<file path="src/rtl/irq_bus_pkg.sv">
package irq_bus_pkg;

    typedef enum logic [2:0] {
        ST_IDLE  = 3'd0,
        ST_DEFER = 3'd1,
        ST_CLAIM = 3'd2,
        ST_ACK   = 3'd3,
        ST_STRB  = 3'd4
    } seq_state_t;

    typedef struct packed {
        logic req;
        logic ack;
        logic strb;
        logic oe;
    } bus_drv_t;

    function automatic bus_drv_t drive_of(seq_state_t s);
        bus_drv_t d;
        d.req  = (s == ST_CLAIM);
        d.ack  = (s == ST_ACK) || (s == ST_STRB);
        d.strb = (s == ST_STRB);
        d.oe   = (s == ST_ACK) || (s == ST_STRB);
        return d;
    endfunction

endpackage

</file>
<file path="src/rtl/irq_hold.sv">
module irq_hold (
    input  logic clk,
    input  logic rst,
    input  logic irq_req_i,
    input  logic idle_i,
    input  logic start_i,
    output logic want_o
);
    logic pend_q;

    always_ff @(posedge clk) begin
        if (rst) begin
            pend_q <= 1'b0;
        end else if (start_i) begin
            pend_q <= 1'b0;
        end else if (irq_req_i && !idle_i) begin
            pend_q <= 1'b1;
        end
    end

    assign want_o = irq_req_i || pend_q;
endmodule

</file>
<file path="src/rtl/bus_seq_fsm.sv">
module bus_seq_fsm
    import irq_bus_pkg::*;
(
    input  logic       clk,
    input  logic       rst,
    input  logic       want_i,
    input  logic       sel_bus_n_i,
    input  logic       prec_i,
    input  logic       done_n_i,
    input  logic       quit_n_i,
    output logic       idle_o,
    output logic       start_o,
    output bus_drv_t   drv_o
);
    seq_state_t state_q, state_d;

    always_comb begin
        state_d = state_q;
        unique case (state_q)
            ST_IDLE:  if (want_i) state_d = sel_bus_n_i ? ST_CLAIM : ST_DEFER;
            ST_DEFER: if (sel_bus_n_i) state_d = ST_CLAIM;
            ST_CLAIM: if (prec_i && !sel_bus_n_i) state_d = ST_ACK;
            ST_ACK:   if (!prec_i) state_d = ST_STRB;
            ST_STRB:  if (!done_n_i || !quit_n_i) state_d = ST_IDLE;
            default:  state_d = ST_IDLE;
        endcase
    end

    always_ff @(posedge clk) begin
        if (rst) state_q <= ST_IDLE;
        else     state_q <= state_d;
    end

    assign idle_o  = (state_q == ST_IDLE);
    assign start_o = idle_o && want_i;
    assign drv_o   = drive_of(state_q);
endmodule

</file>
<file path="src/rtl/bus_out_drive.sv">
module bus_out_drive
    import irq_bus_pkg::*;
#(
    parameter int                ADDR_W     = 16,
    parameter logic [ADDR_W-1:0] PANEL_ADDR = 16'h00F0
) (
    input  bus_drv_t          drv_i,
    input  logic              read_mode_i,
    output logic              req_n_o,
    output logic              ack_n_o,
    output logic              strb_n_o,
    output logic              addr_oe_o,
    output logic              data_oe_o,
    output logic              write_o,
    output logic [ADDR_W-1:0] addr_o
);
    assign req_n_o   = !drv_i.req;
    assign ack_n_o   = !drv_i.ack;
    assign strb_n_o  = !drv_i.strb;
    assign addr_oe_o = drv_i.oe;
    assign data_oe_o = drv_i.oe;
    assign write_o   = drv_i.oe && !read_mode_i;
    assign addr_o    = drv_i.oe ? PANEL_ADDR : '0;
endmodule

</file>
<file path="src/rtl/bus_irq_master.sv">
module bus_irq_master
    import irq_bus_pkg::*;
#(
    parameter int                ADDR_W     = 16,
    parameter logic [ADDR_W-1:0] PANEL_ADDR = 16'h00F0
) (
    input  logic              clk,
    input  logic              rst,
    input  logic              irq_req_i,
    input  logic              read_mode_i,
    input  logic              sel_bus_n_i,
    input  logic              prec_i,
    input  logic              done_n_i,
    input  logic              quit_n_i,
    output logic              req_n_o,
    output logic              ack_n_o,
    output logic              strb_n_o,
    output logic              addr_oe_o,
    output logic              data_oe_o,
    output logic              write_o,
    output logic [ADDR_W-1:0] addr_o
);
    logic     want, idle, start;
    bus_drv_t drv;

    irq_hold u_hold (
        .clk       (clk),
        .rst       (rst),
        .irq_req_i (irq_req_i),
        .idle_i    (idle),
        .start_i   (start),
        .want_o    (want)
    );

    bus_seq_fsm u_fsm (
        .clk         (clk),
        .rst         (rst),
        .want_i      (want),
        .sel_bus_n_i (sel_bus_n_i),
        .prec_i      (prec_i),
        .done_n_i    (done_n_i),
        .quit_n_i    (quit_n_i),
        .idle_o      (idle),
        .start_o     (start),
        .drv_o       (drv)
    );

    bus_out_drive #(.ADDR_W(ADDR_W), .PANEL_ADDR(PANEL_ADDR)) u_drive (
        .drv_i       (drv),
        .read_mode_i (read_mode_i),
        .req_n_o     (req_n_o),
        .ack_n_o     (ack_n_o),
        .strb_n_o    (strb_n_o),
        .addr_oe_o   (addr_oe_o),
        .data_oe_o   (data_oe_o),
        .write_o     (write_o),
        .addr_o      (addr_o)
    );
endmodule

</file>
<file path="config.mk">
export PLATFORM = sky130hd
export DESIGN_NAME = bus_irq_master
export DESIGN_NICKNAME = d
export VERILOG_FILES = /design/src/rtl/irq_bus_pkg.sv /design/src/rtl/irq_hold.sv /design/src/rtl/bus_seq_fsm.sv /design/src/rtl/bus_out_drive.sv /design/src/rtl/bus_irq_master.sv
export SDC_FILE = /design/constraint.sdc
export NUM_CORES = 1
export LEC_CHECK = 0
export BUFFER_PORTS_ARGS = -buffer_cell sky130_fd_sc_hd__buf_2
export CAP_MARGIN = 10
export CORE_AREA = 2 2 39 41
export DETAILED_ROUTE_END_ITERATION = 12
export DIE_AREA = 0 0 41 43
export PLACE_DENSITY = 0.64
export SYNTH_ARGS = -nofsm -noshare
export SYNTH_HDL_FRONTEND = slang
export SYNTH_HIERARCHICAL = 1
export SYNTH_SLANG_ARGS = --single-unit
</file>
<file path="constraint.sdc">
create_clock -name clk -period 1.6 [get_ports clk]
set_input_delay 0.08 -clock clk [delete_from_list [all_inputs] [get_ports clk]]
set_output_delay 0.08 -clock clk [all_outputs]
set_load 0.02 [all_outputs]
</file>
==> flow_summary_export.csv, run 1 <==
group,metric,value,unit
status,status,"complete, no violations",
drt,postRouteWirelength,638,um
yosys,avgSynthCellArea,8.12,um^2
pwr,power_density,759,nW/um^2
floorplanning,die-height,43,um
timing,fmax,695,MHz
global_route,grt_first_pass_wirelength,979,um
floorplanning,start_util,29.9,%
clocking,cts.sinks,4,
finish,final_area,443,um^2
worst_setup_path,crit_slowest_cell,"dfxtp_1",
floorplanning,core,1380,um^2
yosys,yosys.area_share.adder,0,%
finish,post-route-util,32.0,%
pwr,ir_drop,0.000368,V
timing,clock_skew,0.000541,ns
clocking,cts.repair.resized,0,
yosys,ys.warnings.count,6,
global_route,antenna_found_initial,0,
finish,final_nets,72,
yosys,ys_seq_area_share,19.3,%
finish,drive_gt1_share,41.9,%
placement,placed_area,413,um^2
yosys,synthMuxAreaShare,0,%
timing,setup_tns,0,ns
floorplanning,rows,14,
timing,fin_crit,1.44,ns
clocking,root_buffer,"clkbuf_4",
yosys,synth.distinct_cells,22,
finish,antenna_cells,0,
finish,syn_to_final_growth,6.95,%
clocking,cts_tree,"yes",
yosys,postSynthCellCount,51,
clocking,cts_setup_buffers,0,
drt,ant_nets,0,
drt,drc_errors,0,
worst_setup_path,critPathLaunchType,"flop",
finish,final_common_cell,"buf_2",
timing,drv_slew,0,
finish,layout_common_cells,"buf_2 (17), conb_1 (12), inv_1 (5)",
clocking,htreeDepth,1,
pwr,p_leak,0.230,nW
worst_setup_path,critPathKind,"reg2out",
worst_setup_path,cp.arrival,1.36,ns
worst_setup_path,path_cells,"nor3b_2 > nand2b_2 > nor2b_4 > buf_2",
yosys,synth_area,414,um^2
drt,wire_per_inst,8.18,um
yosys,synth-compound-area-share,13.0,%
worst_setup_path,endpoint_kind,"primary output",
run,max_cap_viol_count,0,
floorplanning,die_x,41,um
floorplanning,ios,30,
worst_setup_path,cp_data_required_time,1.52,ns
worst_setup_path,max_stage_delay,0.37,ns
floorplanning,die_area,1760,um^2
yosys,synth_top_family_by_area,"buffers and inverters",
yosys,synth-simple-area-share,26.6,%
yosys,ys_ff_latch,4,
yosys,synth_xor_area_share,0,%
timing,finalCritPeriodShare,89.9,%
global_route,track_usage,8.24,%
timing,hold_viol_final,0,
drt,first_iter_violations,0,
clocking,cts_buffer_depth,2,
global_route,grt_start_max_net_pins,9,
clocking,insertion_delay,0.23,ns
timing,rsz0062_at_grt,"false",
global_route,grt_pass1_vias,249,
clocking,cts_buffers,3,
worst_setup_path,path_max_fanout,8,
placement,port-buffer-count,17,
drt,firstDrtPassIters,1,
timing,setup_viol,0,
drt,viasPerCell,3.99,
placement,place.gp.congestion,0.670,
drt,via_count,311,
global_route,gr-total-overflow,0,
placement,hpwl,537,um
worst_hold_path,min_path_type,"in2reg",
clocking,clkTransAtPathRegs,0.04,ns
clocking,cts_hold_buffers,0,
==> worst max-delay path, delay by kind of cell, from the launching register on <==
family	cells	cell delay, ns
and+or+nand+nor	3	0.60
buffers and inverters	1	0.16
DFF	1	0.37
==> layer usage <==
metal	vias up	track usage [%]	share of wire (%)
li1	155	-	-
met2	18	13.4	49
met1	136	8.71	39
met4	0	4.00	1.3
met3	2	3.14	11
met5	-	0	0
==> layout make-up <==
| cell class | count | area, um^2 |
|---|---|---|
| well taps | 16 | 20.0 |
| clock buffers | 3 | 22.5 |
| inverters | 5 | 18.8 |
| fillers | 166 | 941 |
| flip-flops and latches | 4 | 80.1 |
| multi-input cells | 33 | 216 |
| repair buffers | 17 | 85.1 |
==> per-stage QoR <==
| step | std cells | worst slack (ns) | total power, mW | hold slack (ns) |
|---|---|---|---|---|
| after CTS | 78 | 0.00314 | 0.340 | 0.109 |
| final | 78 | 0.161 | 0.336 | 0.121 |
| after global routing | 78 | 0.0457 | 0.360 | 0.133 |
| after floorplan | 62 | 0.355 | 0.216 | 0.192 |
| after global placement | 75 | 0.331 | 0.207 | 0.355 |
| after detailed placement | 75 | 0.262 | 0.209 | 0.360 |
==> power by group <==
group | internal, mW | leakage [nW] | switching, mW
Sequential | 0.106 | 0.0327 | 0.00906
Combinational | 0.0320 | 0.183 | 0.0608
Clock | 0.0841 | 0.0138 | 0.0440
==> worst paths after layout <==
path	start	slack (ns)	endpoint	cells after the start
worst max-delay path	u_fsm/state_q[0]$_SDFFE_PP0P_	0.16	write_o	4
worst min-delay path	rst	0.12	u_hold/pend_q$_SDFFE_PP0P_	3
worst max register to register	u_fsm/state_q[0]$_SDFFE_PP0P_	0.37	u_hold/pend_q$_SDFFE_PP0P_	4
worst min register to register	u_hold/pend_q$_SDFFE_PP0P_	0.46	u_hold/pend_q$_SDFFE_PP0P_	1
==> logic make-up (layout without fill, tap and decap cells) <==
kind of cell	after synthesis	after routing
buffers and inverters	25	25
AND/OR/NAND/NOR	15	15
AO/OA/AOI/OAI	6	6
flip-flops	4	4
other	1	12
==> Yosys cell counts <==
| cell type | instances | area [um^2] |
|---|---|---|
| buf_4 | 19 | 143 |
| inv_1 | 5 | 18.8 |
| dfxtp_1 | 4 | 80.1 |
| nand3b_1 | 2 | 15.0 |
| nor2b_1 | 2 | 12.5 |
| nor2b_4 | 2 | 27.5 |
| nor3_1 | 2 | 10.0 |
| a2111oi_2 | 1 | 15.0 |
| a221oi_1 | 1 | 8.76 |
| a2bb2o_1 | 1 | 10.0 |
| and2_1 | 1 | 6.26 |
| and3b_1 | 1 | 8.76 |
| clkbuf_2 | 1 | 5.00 |
| conb_1 | 1 | 3.75 |
| nand2b_1 | 1 | 6.26 |
| nor2_1 | 1 | 3.75 |
| nor3b_1 | 1 | 7.51 |
| o21a_1 | 1 | 7.51 |
| o21ai_0 | 1 | 5.00 |
| o21bai_1 | 1 | 7.51 |
| or2_1 | 1 | 6.26 |
| or2_2 | 1 | 6.26 |
==> flip-flops by register name (all words and copies together) (netlist names) <==
name	cells
u_fsm/state_q	3
u_hold/pend_q	1
(Power assumes the default switching activity.)
==> run 2: changes to the inputs <==
--- a/config.mk
+++ b/config.mk
@@ -10,7 +10,8 @@
 export CORE_AREA = 2 2 39 41
 export DETAILED_ROUTE_END_ITERATION = 12
 export DIE_AREA = 0 0 41 43
-export PLACE_DENSITY = 0.64
+export GPL_TIMING_DRIVEN = 0
+export PLACE_DENSITY = 0.67
 export SYNTH_ARGS = -nofsm -noshare
 export SYNTH_HDL_FRONTEND = slang
 export SYNTH_HIERARCHICAL = 1
==> run 2 against run 1 <==
Compared with the run above: global-route usage is 1.1 points higher; sequential share of layout area down 4.6 points; die area is the same; setup slack worse by 0.047 ns; clock power barely moved; total power up 9.0%; core utilization grew 11 points; clock-buffer cell count did not move; register-to-register slack got worse by 0.04 ns; final area rose by 34%; worst hold slack got worse by 0.0033 ns; cell count up 26%; critical path type unchanged.
==> flow_summary_export.csv, run 2 (synthesis gave the netlist of run 1 again) <==
group,metric,value,unit
worst_setup_path,worst-path-buf-inv,2,
timing,drv_slew,0,
finish,drive_gt1_share,56.1,%
worst_setup_path,crit_start,"u_fsm/state_q[0]$_SDFFE_PP0P_",
finish,seq_area,80.1,um^2
finish,layout_common_cells,"buf_4 (19), buf_2 (17), conb_1 (12)",
finish,reg_top3,"u_fsm/state_q x3, u_hold/pend_q x1",
global_route,track_usage,9.34,%
global_route,antenna_found_initial,0,
drt,drc_errors,0,
clocking,root_buffer,"clkbuf_4",
global_route,grt_pass1_vias,290,
timing,setup_tns,0,ns
worst_hold_path,hp-start,"rst",
drt,ant_nets,0,
worst_setup_path,endpoint_kind,"primary output",
global_route,grt_first_pass_wirelength,1.02,mm
clocking,cts.sinks,4,
timing,clock_skew,0.00402,ns
status,status,"complete, no violations",
worst_setup_path,cp_top_family,"simple AND/OR/NAND/NOR gates",
floorplanning,ios,30,
floorplanning,die-height,43,um
finish,num-fill-cells,154,
pwr,power_density,615,nW/um^2
drt,wire_per_inst,7.08,um
finish,final_nets,92,
floorplanning,start_util,29.9,%
worst_setup_path,regToRegStartpoint,"u_fsm/state_q[0]$_SDFFE_PP0P_",
drt,first_iter_violations,1,
worst_setup_path,path_depth,5,
pwr,p_leak,0.339,nW
worst_setup_path,r2r_cells,5,
timing,fmax,673,MHz
worst_setup_path,crit_slowest_cell,"dfxtp_1",
timing,worst_hold_slack,0.117,ns
worst_setup_path,critPathKind,"reg2out",
placement,hpwl,588,um
worst_setup_path,path_cells,"clkbuf_2 > nor3b_2 > nand2b_4 > nor2b_4 > buf_2",
drt,postRouteWirelength,694,um
worst_hold_path,whs_path_depth,3,
timing,rsz0062_at_grt,"false",
clocking,htreeDepth,1,
worst_setup_path,path_max_fanout,8,
worst_setup_path,max_stage_delay,0.29,ns
global_route,gr-total-overflow,0,
timing,hold_viol_final,0,
pwr,p_clk_share,34.2,%
timing,setup_viol,0,
finish,final_common_cell,"buf_4",
placement,port-buffer-count,17,
worst_hold_path,min_path_type,"in2reg",
timing,finalCritPeriodShare,92.9,%
timing,fin_crit,1.49,ns
finish,regMostFlops,"u_fsm/state_q",
clocking,clkTransAtPathRegs,0.04,ns
finish,multiInputGateArea,221,um^2
finish,largest_reg_flops,3,
pwr,switchingPower,117,uW
floorplanning,core,1380,um^2
clocking,insertion_delay,0.24,ns
clocking,cts_buffer_depth,2,
run,max_cap_viol_count,0,
pwr,p_comb_share,35.1,%
clocking,cts_tree,"yes",
pwr,ir_drop,0.000443,V
pwr,p_int,249,uW
clocking,cts_hold_buffers,0,
floorplanning,die_x,41,um
finish,syn_to_final_growth,43.8,%
drt,firstDrtPassIters,2,
global_route,grt_start_max_net_pins,9,
worst_setup_path,cp_data_required_time,1.52,ns
pwr,swShare,31.9,%
floorplanning,die_area,1760,um^2
finish,antenna_cells,0,
drt,viasPerCell,3.77,
pwr,seqPwrFrac,30.7,%
clocking,cts_buffers,3,
clocking,cts_setup_buffers,0,
worst_setup_path,cp.arrival,1.41,ns
placement,place.gp.congestion,0.758,
worst_setup_path,critPathLaunchType,"flop",
drt,via_count,369,
floorplanning,rows,14,
-- run 2: cell count changes in the layout (fill, tap and decap cells not counted), sizes merged --
cell	before	now
buf	17	36
clkbuf	3	4
-- run 2: worst paths after layout --
kind	end	slack (ns)
max	write_o	0.11
min	u_hold/pend_q$_SDFFE_PP0P_	0.12
max reg2reg	u_hold/pend_q$_SDFFE_PP0P_	0.33
min reg2reg	u_hold/pend_q$_SDFFE_PP0P_	0.46
-- run 2: stage by stage --
step / instance area [um^2] / std cells / setup WS, ns / utilization [%] / power [mW]
after floorplan: 455 / 62 / 0.355 / - / 0.216
after global placement: 561 / 95 / 0.157 / 40.5 / 0.238
after detailed placement: 561 / 95 / 0.148 / 40.5 / 0.240
after CTS: 591 / 98 / 0.0572 / 42.7 / 0.374
after global routing: 596 / 98 / 0.0198 / 43.0 / 0.396
final: 596 / 98 / 0.114 / 43.0 / 0.367
-- run 2: per-layer routing --
metal	global-route usage, %	part of all wire, %	vias up
li1	-	-	197
met1	7.07	37	153
met2	14.7	50	15
met3	6.28	9.9	4
met4	8.00	2.7	0
met5	0	0	-
-- run 2: timing repair --
action,in CTS,in global routing
gates cloned,0,0
endpoints found under the setup margin,8,2
gates resized for setup,2,1
pin swaps,0,0
-- run 2: area by class of cell --
cell class	count	share of cell area, %
multi-input combinational	33	37.2
buffer	20	24.8
timing repair buffer	17	14.3
sequential	4	13.4
clock buffer	3	3.78
tap	16	3.36
inverter	5	3.15
-- run 2: worst min-delay path, delay by kind of cell --
kind | cells | cell delay, ns
buffers and inverters | 1 | 0.10
AND/OR/NAND/NOR | 1 | 0.04
AO/OA/AOI/OAI | 1 | 0.09
-- run 2: power groups by stage --
stage / clock network, mW / logic [mW] / registers, mW
after floorplan: 0 / 0.104 / 0.112
after global placement: 0 / 0.125 / 0.113
after detailed placement: 0 / 0.127 / 0.114
after CTS: 0.133 / 0.128 / 0.112
after global routing: 0.143 / 0.141 / 0.113
final: 0.126 / 0.128 / 0.113
